## src/rtl/phy_mgmt_pkg.sv

```systemverilog
package phy_mgmt_pkg;

  localparam int MGMT_DW = 16;

  typedef enum logic [2:0] {
    ST_IDLE,
    ST_SOF,
    ST_OPC,
    ST_HDR,
    ST_TURN1,
    ST_TURN2,
    ST_DATA
  } mdio_st_e;

  localparam logic [1:0] OPC_RD = 2'b10;
  localparam logic [1:0] OPC_WR = 2'b01;

  localparam int RA_CTRL   = 0;
  localparam int RA_STAT   = 1;
  localparam int RA_ID1    = 2;
  localparam int RA_ID2    = 3;
  localparam int RA_ADV    = 4;
  localparam int RA_LPA    = 5;
  localparam int RA_EXP    = 6;
  localparam int RA_NPTX   = 7;
  localparam int RA_NPRX   = 8;
  localparam int RA_RSV_LO = 9;
  localparam int RA_RSV_HI = 15;
  localparam int RA_VCTL   = 18;
  localparam int RA_VPWR   = 19;
  localparam int RA_SCR_LO = 20;

  localparam logic [MGMT_DW-1:0] CTRL_DEF = 16'h3100;
  localparam logic [MGMT_DW-1:0] STAT_VAL = 16'h7849;
  localparam logic [MGMT_DW-1:0] ADV_DEF  = 16'h01E1;
  localparam logic [MGMT_DW-1:0] EXP_VAL  = 16'h0004;
  localparam logic [MGMT_DW-1:0] NPTX_DEF = 16'h2001;
  localparam logic [MGMT_DW-1:0] RSV_VAL  = 16'hFFFF;

  localparam logic [5:0] MODEL_NUM = 6'b000011;
  localparam logic [3:0] REV_NUM   = 4'b0000;

  localparam int RJAB_BIT = 15;
  localparam int APD_BIT  = 1;

endpackage

```

## src/rtl/mdio_frame_engine.sv

```systemverilog
module mdio_frame_engine
  import phy_mgmt_pkg::*;
#(
  parameter int PAW = 5,
  parameter int RAW = 5,
  parameter int DW  = MGMT_DW
) (
  input  logic           clk,
  input  logic           rst_n,
  input  logic [PAW-1:0] phy_addr_i,
  input  logic           mdio_i,
  output logic           mdio_o,
  output logic           mdio_oe_o,
  output logic [RAW-1:0] rd_addr_o,
  input  logic [DW-1:0]  rd_data_i,
  output logic           wr_en_o,
  output logic [RAW-1:0] wr_addr_o,
  output logic [DW-1:0]  wr_data_o
);

  localparam int HW = PAW + RAW;
  localparam int CW = $clog2(HW + DW);
  localparam logic [CW-1:0] HDR_LAST  = CW'(HW - 1);
  localparam logic [CW-1:0] DATA_LAST = CW'(DW - 1);

  mdio_st_e        st_q, st_d;
  logic [CW-1:0]   cnt_q, cnt_d;
  logic [HW-1:0]   hdr_q, hdr_d;
  logic [DW-1:0]   sh_q, sh_d;
  logic            opb_q, opb_d;
  logic            is_rd_q, is_rd_d;
  logic            is_wr_q, is_wr_d;
  logic            hit_q, hit_d;
  logic [1:0]      opc;

  assign opc = {opb_q, mdio_i};

  // next-state process
  always_comb begin
    st_d    = st_q;
    cnt_d   = cnt_q;
    hdr_d   = hdr_q;
    sh_d    = sh_q;
    opb_d   = opb_q;
    is_rd_d = is_rd_q;
    is_wr_d = is_wr_q;
    hit_d   = hit_q;
    wr_en_o = 1'b0;
    unique case (st_q)
      ST_IDLE: begin
        if (!mdio_i) st_d = ST_SOF;
      end
      ST_SOF: begin
        cnt_d = '0;
        st_d  = mdio_i ? ST_OPC : ST_IDLE;
      end
      ST_OPC: begin
        if (cnt_q == '0) begin
          opb_d = mdio_i;
          cnt_d = CW'(1);
        end else begin
          is_rd_d = (opc == OPC_RD);
          is_wr_d = (opc == OPC_WR);
          cnt_d   = '0;
          st_d    = ((opc == OPC_RD) || (opc == OPC_WR)) ? ST_HDR : ST_IDLE;
        end
      end
      ST_HDR: begin
        hdr_d = {hdr_q[HW-2:0], mdio_i};
        cnt_d = cnt_q + 1'b1;
        if (cnt_q == HDR_LAST) begin
          cnt_d = '0;
          st_d  = ST_TURN1;
        end
      end
      ST_TURN1: begin
        hit_d = (hdr_q[HW-1 -: PAW] == phy_addr_i);
        sh_d  = rd_data_i;
        st_d  = ST_TURN2;
      end
      ST_TURN2: begin
        cnt_d = '0;
        st_d  = ST_DATA;
      end
      ST_DATA: begin
        sh_d  = {sh_q[DW-2:0], mdio_i};
        cnt_d = cnt_q + 1'b1;
        if (cnt_q == DATA_LAST) begin
          cnt_d   = '0;
          st_d    = ST_IDLE;
          wr_en_o = is_wr_q && hit_q;
        end
      end
      default: st_d = ST_IDLE;
    endcase
  end

  // register process
  always_ff @(posedge clk or negedge rst_n) begin
    if (!rst_n) begin
      st_q    <= ST_IDLE;
      cnt_q   <= '0;
      hdr_q   <= '0;
      sh_q    <= '0;
      opb_q   <= 1'b0;
      is_rd_q <= 1'b0;
      is_wr_q <= 1'b0;
      hit_q   <= 1'b0;
    end else begin
      st_q    <= st_d;
      cnt_q   <= cnt_d;
      hdr_q   <= hdr_d;
      sh_q    <= sh_d;
      opb_q   <= opb_d;
      is_rd_q <= is_rd_d;
      is_wr_q <= is_wr_d;
      hit_q   <= hit_d;
    end
  end

  assign rd_addr_o = hdr_q[RAW-1:0];
  assign wr_addr_o = hdr_q[RAW-1:0];
  assign wr_data_o = {sh_q[DW-2:0], mdio_i};
  assign mdio_oe_o = hit_q && is_rd_q && ((st_q == ST_TURN2) || (st_q == ST_DATA));
  assign mdio_o    = (st_q == ST_DATA) && sh_q[DW-1];

  // the first driven bit is the turnaround zero
  a_r2_turn_zero: assert property (@(posedge clk) disable iff (!rst_n)
    $rose(mdio_oe_o) |-> !mdio_o);

  // drive starts only right after the first turnaround bit
  a_r2_after_turn1: assert property (@(posedge clk) disable iff (!rst_n)
    $rose(mdio_oe_o) |-> ($past(st_q) == ST_TURN1));

  // a write leaves only for the strapped address
  a_r3_wr_match: assert property (@(posedge clk) disable iff (!rst_n)
    wr_en_o |-> (hdr_q[HW-1 -: PAW] == phy_addr_i));

endmodule

```

## src/rtl/phy_mgmt_regfile.sv

```systemverilog
module phy_mgmt_regfile
  import phy_mgmt_pkg::*;
#(
  parameter int              RAW     = 5,
  parameter logic [15:0]     ID_HI   = 16'h1A2B,
  parameter logic [5:0]      ID_OUI6 = 6'b101100,
  parameter int              SCR_LO  = RA_SCR_LO
) (
  input  logic               clk,
  input  logic               rst_n,
  input  logic [RAW-1:0]     rd_addr_i,
  output logic [MGMT_DW-1:0] rd_data_o,
  input  logic               wr_en_i,
  input  logic [RAW-1:0]     wr_addr_i,
  input  logic [MGMT_DW-1:0] wr_data_i,
  input  logic               lp_load_i,
  input  logic [MGMT_DW-1:0] lp_data_i,
  output logic [MGMT_DW-1:0] ctrl_o,
  output logic [MGMT_DW-1:0] np_tx_o,
  output logic               rjab_en_o,
  output logic               apd_en_o
);

  localparam int DW    = MGMT_DW;
  localparam int NREG  = 1 << RAW;
  localparam int SCR_N = NREG - SCR_LO;

  localparam logic [RAW-1:0] A_CTRL   = RAW'(RA_CTRL);
  localparam logic [RAW-1:0] A_STAT   = RAW'(RA_STAT);
  localparam logic [RAW-1:0] A_ID1    = RAW'(RA_ID1);
  localparam logic [RAW-1:0] A_ID2    = RAW'(RA_ID2);
  localparam logic [RAW-1:0] A_ADV    = RAW'(RA_ADV);
  localparam logic [RAW-1:0] A_EXP    = RAW'(RA_EXP);
  localparam logic [RAW-1:0] A_NPTX   = RAW'(RA_NPTX);
  localparam logic [RAW-1:0] A_NPRX   = RAW'(RA_NPRX);
  localparam logic [RAW-1:0] A_RSV_LO = RAW'(RA_RSV_LO);
  localparam logic [RAW-1:0] A_RSV_HI = RAW'(RA_RSV_HI);
  localparam logic [RAW-1:0] A_VCTL   = RAW'(RA_VCTL);
  localparam logic [RAW-1:0] A_VPWR   = RAW'(RA_VPWR);

  logic [DW-2:0] ctrl_q, ctrl_d;
  logic [DW-1:0] adv_q, adv_d;
  logic [DW-1:0] nptx_q, nptx_d;
  logic [DW-1:0] lp_q, lp_d;
  logic          rjab_q, rjab_d;
  logic          apd_q, apd_d;
  logic          ctrl_en, adv_en, nptx_en, lp_en, rjab_en, apd_en;
  logic          srst;
  logic [DW-1:0] scr_q [SCR_N];

  assign srst = wr_en_i && (wr_addr_i == A_CTRL) && wr_data_i[DW-1];

  // next-state process with explicit clock enables
  always_comb begin
    ctrl_en = srst || (wr_en_i && (wr_addr_i == A_CTRL));
    ctrl_d  = srst ? CTRL_DEF[DW-2:0] : wr_data_i[DW-2:0];
    adv_en  = srst || (wr_en_i && (wr_addr_i == A_ADV));
    adv_d   = srst ? ADV_DEF : wr_data_i;
    nptx_en = srst || (wr_en_i && (wr_addr_i == A_NPTX));
    nptx_d  = srst ? NPTX_DEF : wr_data_i;
    lp_en   = srst || lp_load_i;
    lp_d    = srst ? '0 : lp_data_i;
    rjab_en = srst || (wr_en_i && (wr_addr_i == A_VCTL));
    rjab_d  = srst ? 1'b0 : wr_data_i[RJAB_BIT];
    apd_en  = srst || (wr_en_i && (wr_addr_i == A_VPWR));
    apd_d   = srst ? 1'b1 : wr_data_i[APD_BIT];
  end

  always_ff @(posedge clk or negedge rst_n) begin
    if (!rst_n) begin
      ctrl_q <= CTRL_DEF[DW-2:0];
      adv_q  <= ADV_DEF;
      nptx_q <= NPTX_DEF;
      lp_q   <= '0;
      rjab_q <= 1'b0;
      apd_q  <= 1'b1;
    end else begin
      if (ctrl_en) ctrl_q <= ctrl_d;
      if (adv_en)  adv_q  <= adv_d;
      if (nptx_en) nptx_q <= nptx_d;
      if (lp_en)   lp_q   <= lp_d;
      if (rjab_en) rjab_q <= rjab_d;
      if (apd_en)  apd_q  <= apd_d;
    end
  end

  // vendor test space: one register per address
  for (genvar gi = 0; gi < SCR_N; gi++) begin : g_scr
    logic          s_en;
    logic [DW-1:0] s_d;
    always_comb begin
      s_en = srst || (wr_en_i && (wr_addr_i == RAW'(SCR_LO + gi)));
      s_d  = srst ? '0 : wr_data_i;
    end
    always_ff @(posedge clk or negedge rst_n) begin
      if (!rst_n)    scr_q[gi] <= '0;
      else if (s_en) scr_q[gi] <= s_d;
    end
  end

  // read multiplexer
  always_comb begin
    rd_data_o = '0;
    if (rd_addr_i == A_CTRL)      rd_data_o = {1'b0, ctrl_q};
    else if (rd_addr_i == A_STAT) rd_data_o = STAT_VAL;
    else if (rd_addr_i == A_ID1)  rd_data_o = ID_HI;
    else if (rd_addr_i == A_ID2)  rd_data_o = {ID_OUI6, MODEL_NUM, REV_NUM};
    else if (rd_addr_i == A_ADV)  rd_data_o = adv_q;
    else if (rd_addr_i == A_EXP)  rd_data_o = EXP_VAL;
    else if (rd_addr_i == A_NPTX) rd_data_o = nptx_q;
    else if (rd_addr_i == A_NPRX) rd_data_o = lp_q;
    else if ((rd_addr_i >= A_RSV_LO) && (rd_addr_i <= A_RSV_HI)) rd_data_o = RSV_VAL;
    else if (rd_addr_i == A_VCTL) rd_data_o = {rjab_q, {(DW-1){1'b0}}};
    else if (rd_addr_i == A_VPWR) rd_data_o = {{(DW-2){1'b0}}, apd_q, 1'b0};
    else begin
      for (int i = 0; i < SCR_N; i++) begin
        if (rd_addr_i == RAW'(SCR_LO + i)) rd_data_o = scr_q[i];
      end
    end
  end

  assign ctrl_o    = {1'b0, ctrl_q};
  assign np_tx_o   = nptx_q;
  assign rjab_en_o = rjab_q;
  assign apd_en_o  = apd_q;

  // a soft-reset write leaves every output at its reset value
  a_r11_soft_defaults: assert property (@(posedge clk) disable iff (!rst_n)
    srst |=> ((np_tx_o == NPTX_DEF) && (ctrl_o == CTRL_DEF) && !rjab_en_o && apd_en_o));

  // without a strobe or soft reset the partner register holds
  a_r7_lp_hold: assert property (@(posedge clk) disable iff (!rst_n)
    (!lp_load_i && !srst) |=> $stable(lp_q));

  // soft reset beats a coincident load
  a_r12_srst_wins: assert property (@(posedge clk) disable iff (!rst_n)
    (lp_load_i && srst) |=> (lp_q == '0));

endmodule

```

## src/rtl/phy_mgmt_regs.sv

```systemverilog
module phy_mgmt_regs
  import phy_mgmt_pkg::*;
#(
  parameter int          PHY_AW  = 5,
  parameter int          REG_AW  = 5,
  parameter logic [15:0] ID_HI   = 16'h1A2B,
  parameter logic [5:0]  ID_OUI6 = 6'b101100
) (
  input  logic               mdc,
  input  logic               rst_n,
  input  logic [PHY_AW-1:0]  phy_addr_i,
  input  logic               mdio_i,
  output logic               mdio_o,
  output logic               mdio_oe_o,
  input  logic               lp_np_load_i,
  input  logic [MGMT_DW-1:0] lp_np_data_i,
  output logic [MGMT_DW-1:0] ctrl_o,
  output logic [MGMT_DW-1:0] np_tx_o,
  output logic               rjab_en_o,
  output logic               apd10_en_o
);

  logic                rs_meta_q, rs_sync_q;
  logic [REG_AW-1:0]   rd_addr, wr_addr;
  logic [MGMT_DW-1:0]  rd_data, wr_data;
  logic                wr_en;

  // asynchronous assertion, synchronous release
  always_ff @(posedge mdc or negedge rst_n) begin
    if (!rst_n) begin
      rs_meta_q <= 1'b0;
      rs_sync_q <= 1'b0;
    end else begin
      rs_meta_q <= 1'b1;
      rs_sync_q <= rs_meta_q;
    end
  end

  mdio_frame_engine #(
    .PAW (PHY_AW),
    .RAW (REG_AW),
    .DW  (MGMT_DW)
  ) u_frame (
    .clk        (mdc),
    .rst_n      (rs_sync_q),
    .phy_addr_i (phy_addr_i),
    .mdio_i     (mdio_i),
    .mdio_o     (mdio_o),
    .mdio_oe_o  (mdio_oe_o),
    .rd_addr_o  (rd_addr),
    .rd_data_i  (rd_data),
    .wr_en_o    (wr_en),
    .wr_addr_o  (wr_addr),
    .wr_data_o  (wr_data)
  );

  phy_mgmt_regfile #(
    .RAW     (REG_AW),
    .ID_HI   (ID_HI),
    .ID_OUI6 (ID_OUI6),
    .SCR_LO  (RA_SCR_LO)
  ) u_regs (
    .clk       (mdc),
    .rst_n     (rs_sync_q),
    .rd_addr_i (rd_addr),
    .rd_data_o (rd_data),
    .wr_en_i   (wr_en),
    .wr_addr_i (wr_addr),
    .wr_data_i (wr_data),
    .lp_load_i (lp_np_load_i),
    .lp_data_i (lp_np_data_i),
    .ctrl_o    (ctrl_o),
    .np_tx_o   (np_tx_o),
    .rjab_en_o (rjab_en_o),
    .apd_en_o  (apd10_en_o)
  );

endmodule

```

## config.mk

```make
export PLATFORM = sky130hd
export DESIGN_NAME = phy_mgmt_regs
export DESIGN_NICKNAME = d
export VERILOG_FILES = /design/src/rtl/phy_mgmt_pkg.sv /design/src/rtl/mdio_frame_engine.sv /design/src/rtl/phy_mgmt_regfile.sv /design/src/rtl/phy_mgmt_regs.sv
export SDC_FILE = /design/constraint.sdc
export NUM_CORES = 1
export LEC_CHECK = 0
export BUFFER_PORTS_ARGS = -buffer_cell sky130_fd_sc_hd__buf_2
export CAP_MARGIN = 20
export CORE_MARGIN = 2
export CORE_UTILIZATION = 50
export DETAILED_ROUTE_END_ITERATION = 10
export PLACE_DENSITY_LB_ADDON = 0.2
export SYNTH_ARGS = -nofsm -noshare
export SYNTH_HDL_FRONTEND = slang
export SYNTH_HIERARCHICAL = 1
export SYNTH_SLANG_ARGS = --single-unit
```

## constraint.sdc

```tcl
create_clock -name mdc -period 10 [get_ports mdc]
set_input_delay 1.5 -clock mdc [delete_from_list [all_inputs] [get_ports mdc]]
set_output_delay 1.5 -clock mdc [all_outputs]
set_load 0.03 [all_outputs]
```

==> qor.txt, run 1 <==
FILL cells = 2945
Mapped Nets = 1919
Seq cells post-synth = 297
Max Root-Sink Buffers = 3
CTS sink cnt = 297
# diodes = 0
GRT Total Usage = 0.3338
Starting Density = 0.5090
Unique masters post-synth = 96
Die X = 183.2 um
total global routing overflow = 0
Finish-stage setup viols = 0
Final Max Slew Viols = 0
Clk Latency, worst-skew pair = 0.53 ns
synthesized area per cell = 8.512 sq um
cell area after placement = 16050 sq um
largest net degree at the start of global routing = 235
H-Tree Depth = 2
Buffers on Ports = 59
number of global-route vias before repair = 13.67k
first-pass GRT wire length = 85010 um
Detailed Place HPWL = 35680 um
CTS tree = done
Synth Flop Type = dfrtp_1
final period utilization = 0.4291
Via Count = 14.46k
max_cap viols = 0
Worst Hold Class = register to register
outcome = finished clean
Layout Cells excl Fill = 2251
vias per cell = 6.423
Fin. Hold Viols = 0
leakage = 0.007327 uW
cts hold-fix bufs = 0
post-synthesis instance total = 1887
max_slew headroom = 0.2062
RSZ-0062 raised after global routing = no
sequential area share after synthesis = 0.4636
synthesized area = 16060 sq um
Setup crit start kind = register
routed wire length = 55670 um
io pins = 61
CP endpoint kind = register
fin crit period = 4.291 ns
ys async rst share = 1.000
Worst-Margin Slew = 1.191 ns
GP Congestion = 0.9265
Post-CTS Setup Repair Bufs = 0
worst path required time = 10.34 ns
worst-path fanout max = 234
Multi-input gate area = 7576 sq um
core area = 31560 sq um
Core Rows = 65
routed length per instance = 24.73 um
placed cells = 2192
Arrival @ worst endpoint = 4.63 ns
Sequential Area = 7461 sq um
initial antenna violation count = 0
clock slew at reported path FFs = 0.06 ns
Post-synth EDFFs = 0
DRC = 0
drt first pass iters = 8
worst vdd ir = 0.1722 mV
final setup TNS = 0 ns
total of cells resized after clock tree synthesis = 0
Final nets = 1860
Finished Cell Area = 17140 sq um
Die Y = 183.2 um
Setup Skew = 0.01856 ns
Die Area = 33570 sq um
CTS Buf Count = 35
pwr dens = 179.2 nW/um^2
crit path kind = register to register
Layout area overhead = 6.691%
YS warnings = 6
initial DRC count = 2128
FMAX = 233.1 MHz
Root Buffer = clkbuf_16
ANT nets after route = 0
share of post-route cells with drive strength above 1 = 0.1103
==> layer usage <==
| layer | vias to the layer above | track usage | routed length, um |
|---|---|---|---|
| li1 | 6391 | - | - |
| met1 | 7057 | 0.4749 | 22480 |
| met2 | 839 | 0.5009 | 24470 |
| met3 | 171 | 0.06315 | 5911 |
| met4 | 0 | 0.1414 | 2805 |
| met5 | - | 0 | 0 |
==> metrics by stage <==
stage | hold WS [ns] | setup slack, ns | total power (uW) | util
after detailed placement | 0.3428 | 5.857 | 1848 | 0.5086
after CTS | 0.3544 | 5.846 | 3065 | 0.5427
after floorplan | 0.3312 | 1.129 | 1694 | -
after global placement | 0.3376 | 5.994 | 1844 | 0.5082
final | 0.3511 | 5.709 | 3070 | 0.5431
after global routing | 0.3687 | 5.339 | 3171 | 0.5431
==> worst max-delay path, cell delays in order, from the launching register on <==
cell and delay (ns):
dfrtp_1 0.47, ha_1 0.23, nand3_1 0.11, inv_1 0.07, ha_1 0.24, nand4_1 0.11
nor2_1 0.32, nor2b_1 0.32, nand3_1 0.78, nor2_4 0.35, buf_12 0.71, a211oi_1 0.12
==> synthesized netlist by cell type (6+ instances only) <==
| cell | n | share of area |
|---|---|---|
| mux2_2 | 12 | 0.0084 |
| or2_2 | 8 | 0.0031 |
| nand2_1 | 507 | 0.12 |
| nand2b_1 | 15 | 0.0058 |
| a211oi_1 | 22 | 0.010 |
| a221oi_1 | 8 | 0.0044 |
| clkbuf_1 | 49 | 0.011 |
| o211ai_1 | 10 | 0.0047 |
| mux2i_1 | 56 | 0.035 |
| nor3_1 | 25 | 0.0078 |
| o32ai_1 | 7 | 0.0038 |
| a221o_1 | 8 | 0.0050 |
| nor2_1 | 126 | 0.029 |
| buf_4 | 39 | 0.018 |
| buf_2 | 69 | 0.022 |
| a211o_1 | 6 | 0.0033 |
| a2bb2oi_1 | 8 | 0.0044 |
| dfrtp_1 | 286 | 0.45 |
| dfstp_2 | 11 | 0.018 |
| nor2b_1 | 12 | 0.0047 |
| o221ai_1 | 14 | 0.0076 |
| ha_1 | 7 | 0.0055 |
| a21oi_1 | 255 | 0.079 |
| a32oi_1 | 9 | 0.0049 |
| a22o_1 | 6 | 0.0033 |
| a21o_1 | 6 | 0.0028 |
| o21ai_0 | 90 | 0.028 |
| buf_6 | 11 | 0.0077 |
| o22ai_1 | 13 | 0.0051 |
| nand3_1 | 33 | 0.010 |
| nor2_2 | 11 | 0.0043 |
| inv_1 | 13 | 0.0030 |
==> cell families (layout without fill, tap and decap cells) <==
logic type	count (synthesis)	after routing	share of synthesized area
compound gates	521	521	0.1990
xor+xnor	5	5	0.002726
fa+ha+maj	7	7	0.005453
buf+inv	188	150	0.06505
flops	297	297	0.4636
mux	68	68	0.04331
other cells	2	2	0.0004676
simple gates	799	799	0.2204
==> final timing paths <==
kind                       cells past startpoint                          from  slack [ns]                             to
setup / recovery                              11  u_frame/cnt_q[0]$_DFFE_PN0P_        5.71   u_regs/scr_q[95]$_DFFE_PN0P_
hold / removal                                 0           rs_meta_q$_DFF_PN0_        0.35            rs_sync_q$_DFF_PN0_
setup reg to reg                              11  u_frame/cnt_q[0]$_DFFE_PN0P_        5.71   u_regs/scr_q[95]$_DFFE_PN0P_
hold reg to reg                                0           rs_meta_q$_DFF_PN0_        0.35            rs_sync_q$_DFF_PN0_
max in group asynchronous                      2           rs_sync_q$_DFF_PN0_        7.32   u_regs/scr_q[41]$_DFFE_PN0P_
min in group asynchronous                      0           rs_sync_q$_DFF_PN0_        0.36  u_regs/scr_q[144]$_DFFE_PN0P_
==> layout make-up <==
cell class                 count  area share
clock buffer                  51     0.06060
timing repair buffer          77     0.02709
tap                          402     0.02935
inverter                      15    0.003286
clock inverter                 7    0.002190
sequential                   297      0.4354
multi-input combinational   1402      0.4421
==> report_power, final <==
group          internal [uW]  total, uW  switching (uW)
sequential              1220       1300            75.8
clock                    716       1220             503
combinational            172        551             379
==> cells in the final DEF (no fill, tap or decap), drive strengths merged, types with 5 or more instances in the layout <==
cell type	instances
a211o	6
a211oi	22
a21o	6
a21oi	256
a221o	8
a221oi	8
a22o	6
a22oi	5
a2bb2oi	8
a31oi	5
a32oi	9
and3	5
buf	76
clkbuf	51
clkinv	7
dfrtp	286
dfstp	11
ha	7
inv	14
mux2	12
mux2i	56
nand2	510
nand2b	16
nand3	35
nand3b	6
nand4	5
nor2	138
nor2b	12
nor3	27
nor4	7
o211ai	10
o21ai	93
o221ai	14
o22ai	13
o31ai	5
o32ai	7
or2	10
xor2	5
==> registers in the layout, indices dropped and copies added (netlist names) <==
name / cells
u_regs/adv_q: 16
u_frame/sh_q: 16
u_regs/scr_q: 192
u_frame/is_wr_q: 1
u_frame/hit_q: 1
u_frame/hdr_q: 10
rs_sync_q: 1
u_frame/st_q: 3
u_regs/ctrl_q: 15
u_regs/lp_q: 16
u_frame/cnt_q: 5
rs_meta_q: 1
u_frame/is_rd_q: 1
u_regs/apd_en_o: 1
u_regs/np_tx_o: 16
u_regs/rjab_en_o: 1
u_frame/opb_q: 1
Note: power is estimated with default switching activity, not from simulation.
==> run 2: changes to the inputs <==
Clock period 10 ns to 3.7 ns, I/O delays scaled along.
==> run 2 against run 1 <==
Net effect:
- via count up 2.7%
- clock power grew to 2.7 times the previous value
- first-iteration DRC count shrank 5.7%
- combinational power grew to 2.9 times the previous value
- sequential power grew to 2.7 times the previous value
- count of clock-buffer cells in the layout up 5
- critical path depth stayed put
==> qor.txt, run 2 (synthesis gave the netlist of run 1 again) <==
total global routing overflow = 0 (unchanged)
worst-path fanout max = 15 (was 234)
leakage = 0.007638 uW (was 0.007327 uW)
Worst-Margin Slew = 1.186 ns (was 1.191 ns)
GRT Total Usage = 0.3545 (was 0.3338)
max_slew headroom = 0.2092 (was 0.2062)
ANT nets after route = 0 (unchanged)
Fin. Hold Viols = 0 (unchanged)
fin crit period = 3.172 ns (was 4.291 ns)
worst path required time = 4.10 ns (was 10.34 ns)
slowest stage cell on the critical path = nand2_1 (was nand3_1)
max_cap viols = 0 (unchanged)
CP endpoint kind = register (unchanged)
Max Root-Sink Buffers = 3 (unchanged)
largest net degree at the start of global routing = 116 (was 235)
Starting Density = 0.5090 (unchanged)
outcome = finished clean (unchanged)
clock slew at reported path FFs = 0.06 ns (about the same)
crit-path max cell delay = 0.50 ns (was 0.78 ns)
DRC = 0 (unchanged)
Comb power frac = 0.186 (was 0.179)
core area = 31560 sq um (unchanged)
Final nets = 1917 (was 1860)
Die X = 183.2 um (unchanged)
number of global-route vias before repair = 14.14k (was 13.67k)
vias per cell = 6.433 (was 6.423)
CTS Buf Count = 35 (unchanged)
Final Max Slew Viols = 0 (unchanged)
Layout area overhead = 9.948% (was 6.691%)
CTS sink cnt = 297 (unchanged)
routed length per instance = 25.64 um (was 24.73 um)
worst slack at placement = 0.6365 ns (was 5.857 ns)
Sequential Area = 7461 sq um (unchanged)
Core Rows = 65 (unchanged)
Root Buffer = clkbuf_16 (unchanged)
P_sw = 2640 uW (was 957.2 uW)
Setup crit start kind = register (unchanged)
Largest Register = u_regs/scr_q (unchanged)
final setup TNS = 0 ns (unchanged)
Internal Power = 5809 uW (was 2113 uW)
Die Y = 183.2 um (unchanged)
worst vdd ir = 0.3064 mV (was 0.1722 mV)
highest routed layer = met4 (unchanged)
Buffers & Inverters on Critical Path = 1 (was 2)
Clk Latency, worst-skew pair = 0.53 ns (about the same)
H-Tree Depth = 2 (unchanged)
Buffers on Ports = 59 (unchanged)
pwr dens = 478.4 nW/um^2 (was 179.2 nW/um^2)
Finish-stage setup viols = 0 (unchanged)
cell chain of the critical path = ha_1, nand3_1, inv_1, ha_1, nand4_1, nor2_1, nand2_2, nor3b_2, nand2_1, nand2_1, a21oi_1 (was ha_1, nand3_1, inv_1, ha_1, nand4_1, nor2_1, nor2b_1, nand3_1, nor2_4, buf_12, a211oi_1)
Flop pwr share = 0.420 (was 0.423)
Die Area = 33570 sq um (unchanged)
Multi-input gate area = 7576 sq um (unchanged)
final period utilization = 0.8574 (was 0.4291)
Arrival @ worst endpoint = 3.57 ns (was 4.63 ns)
initial DRC count = 2007 (was 2128)
Worst Hold Class = input pin to register (was register to register)
drt first pass iters = 6 (was 8)
met2 wire len = 25310 um (was 24470 um)
initial antenna violation count = 1 (was 0)
RSZ-0062 raised after global routing = no (unchanged)
FILL cells = 2940 (was 2945)
first-pass GRT wire length = 89180 um (was 85010 um)
met1 WL = 23640 um (was 22480 um)
Largest register FFs = 192 (unchanged)
io pins = 61 (unchanged)
metal3 WL = 7122 um (was 5911 um)
crit path kind = register to register (unchanged)
most common library cell in the layout ignoring fill and taps = nand2_1 (unchanged)
routed wire length = 59210 um (was 55670 um)
share of post-route cells with drive strength above 1 = 0.1353 (was 0.1103)
# diodes = 0 (unchanged)
Crit path max-delay family = simple AND/OR/NAND/NOR gates (unchanged)
Detailed Place HPWL = 39460 um (was 35680 um)
Via Count = 14.85k (was 14.46k)
Final WS setup = 0.5275 ns (was 5.709 ns)
FMAX = 315.2 MHz (was 233.1 MHz)
GP Congestion = 0.9742 (was 0.9265)
CTS tree = done (unchanged)
clock share of power = 0.393 (was 0.397)
Setup Skew = 0.01809 ns (was 0.01856 ns)
commonest cells after routing, fill and taps aside = nand2_1, dfrtp_1, a21oi_1 (unchanged)
total of cells resized after clock tree synthesis = 0 (unchanged)
sw frac = 0.3125 (was 0.3118)
run 2: cell types whose count changed in the layout (fill, tap and decap cells not counted), moves of 3 or more:
cell      change
clkinv_2      -3
buf_12        +6
clkbuf_1      +4
buf_4        +51
run 2: cell type report:
class	instances	share of cell area
multi-input cells	1402	0.4290
flip-flops and latches	297	0.4225
clock buffers	56	0.06044
repair buffers	134	0.05555
well taps	402	0.02848
inverters	15	0.003188
clock inverters	3	0.0008502
run 2: metrics by stage:
step                cells  area [sq um]  hold WS [ns]  utilization  total power, uW
floorplan            1887         16070        0.2594            -             4577
CTS                  2309         17660        0.2690       0.5596             8412
detailed placement   2249         16570        0.3074       0.5250             5113
global route         2309         17660        0.2913       0.5596             8680
finish               2309         17660        0.2776       0.5596             8448
global placement     2248         16540        0.2907       0.5241             5110
run 2: path summary, 6_finish.rpt:
path	startpoint	to	slack (ns)	cells after the start
min	lp_np_data_i[12]	u_regs/lp_q[12]$_DFFE_PN0P_	0.28	3
max	u_frame/cnt_q[0]$_DFFE_PN0P_	u_regs/scr_q[89]$_DFFE_PN0P_	0.53	11
min reg2reg	rs_sync_q$_DFF_PN0_	u_regs/scr_q[158]$_DFFE_PN0P_	0.29	0
max in group asynchronous	rs_sync_q$_DFF_PN0_	u_regs/scr_q[28]$_DFFE_PN0P_	2.35	1
min in group asynchronous	rs_sync_q$_DFF_PN0_	u_regs/scr_q[158]$_DFFE_PN0P_	0.29	0
max reg2reg	u_frame/cnt_q[0]$_DFFE_PN0P_	u_regs/scr_q[89]$_DFFE_PN0P_	0.53	11
run 2: worst reg2reg max path, stage by stage (launching register included):
cell and delay (ns):
dfrtp_1 0.47, ha_1 0.22, nand3_1 0.10, inv_1 0.07
ha_1 0.26, nand4_1 0.11, nor2_1 0.27, nand2_2 0.26
nor3b_2 0.46, nand2_1 0.50, nand2_1 0.24, a21oi_1 0.09
run 2: power by group through the flow:
| stage | Combinational (uW) | Sequential [uW] | Clock (uW) |
|---|---|---|---|
| 6_report | 1580 | 3550 | 3320 |
| 5_1_grt | 1660 | 3550 | 3470 |
| 4_1_cts | 1520 | 3540 | 3350 |
| 3_5_place_dp | 1520 | 3600 | 0 |
| 3_3_place_gp | 1510 | 3600 | 0 |
| 2_1_floorplan | 1130 | 3440 | 0 |
run 2: what timing repair did:
action,CTS,global route
hold endpoints to repair,2,0
setup buffers,0,0
hold buffers,1,0
run 2: routing by layer:
layer,up-vias,global-route usage
met5,-,0
met4,0,0.1638
met3,179,0.09313
met2,966,0.5170
met1,7200,0.4942
li1,6509,-
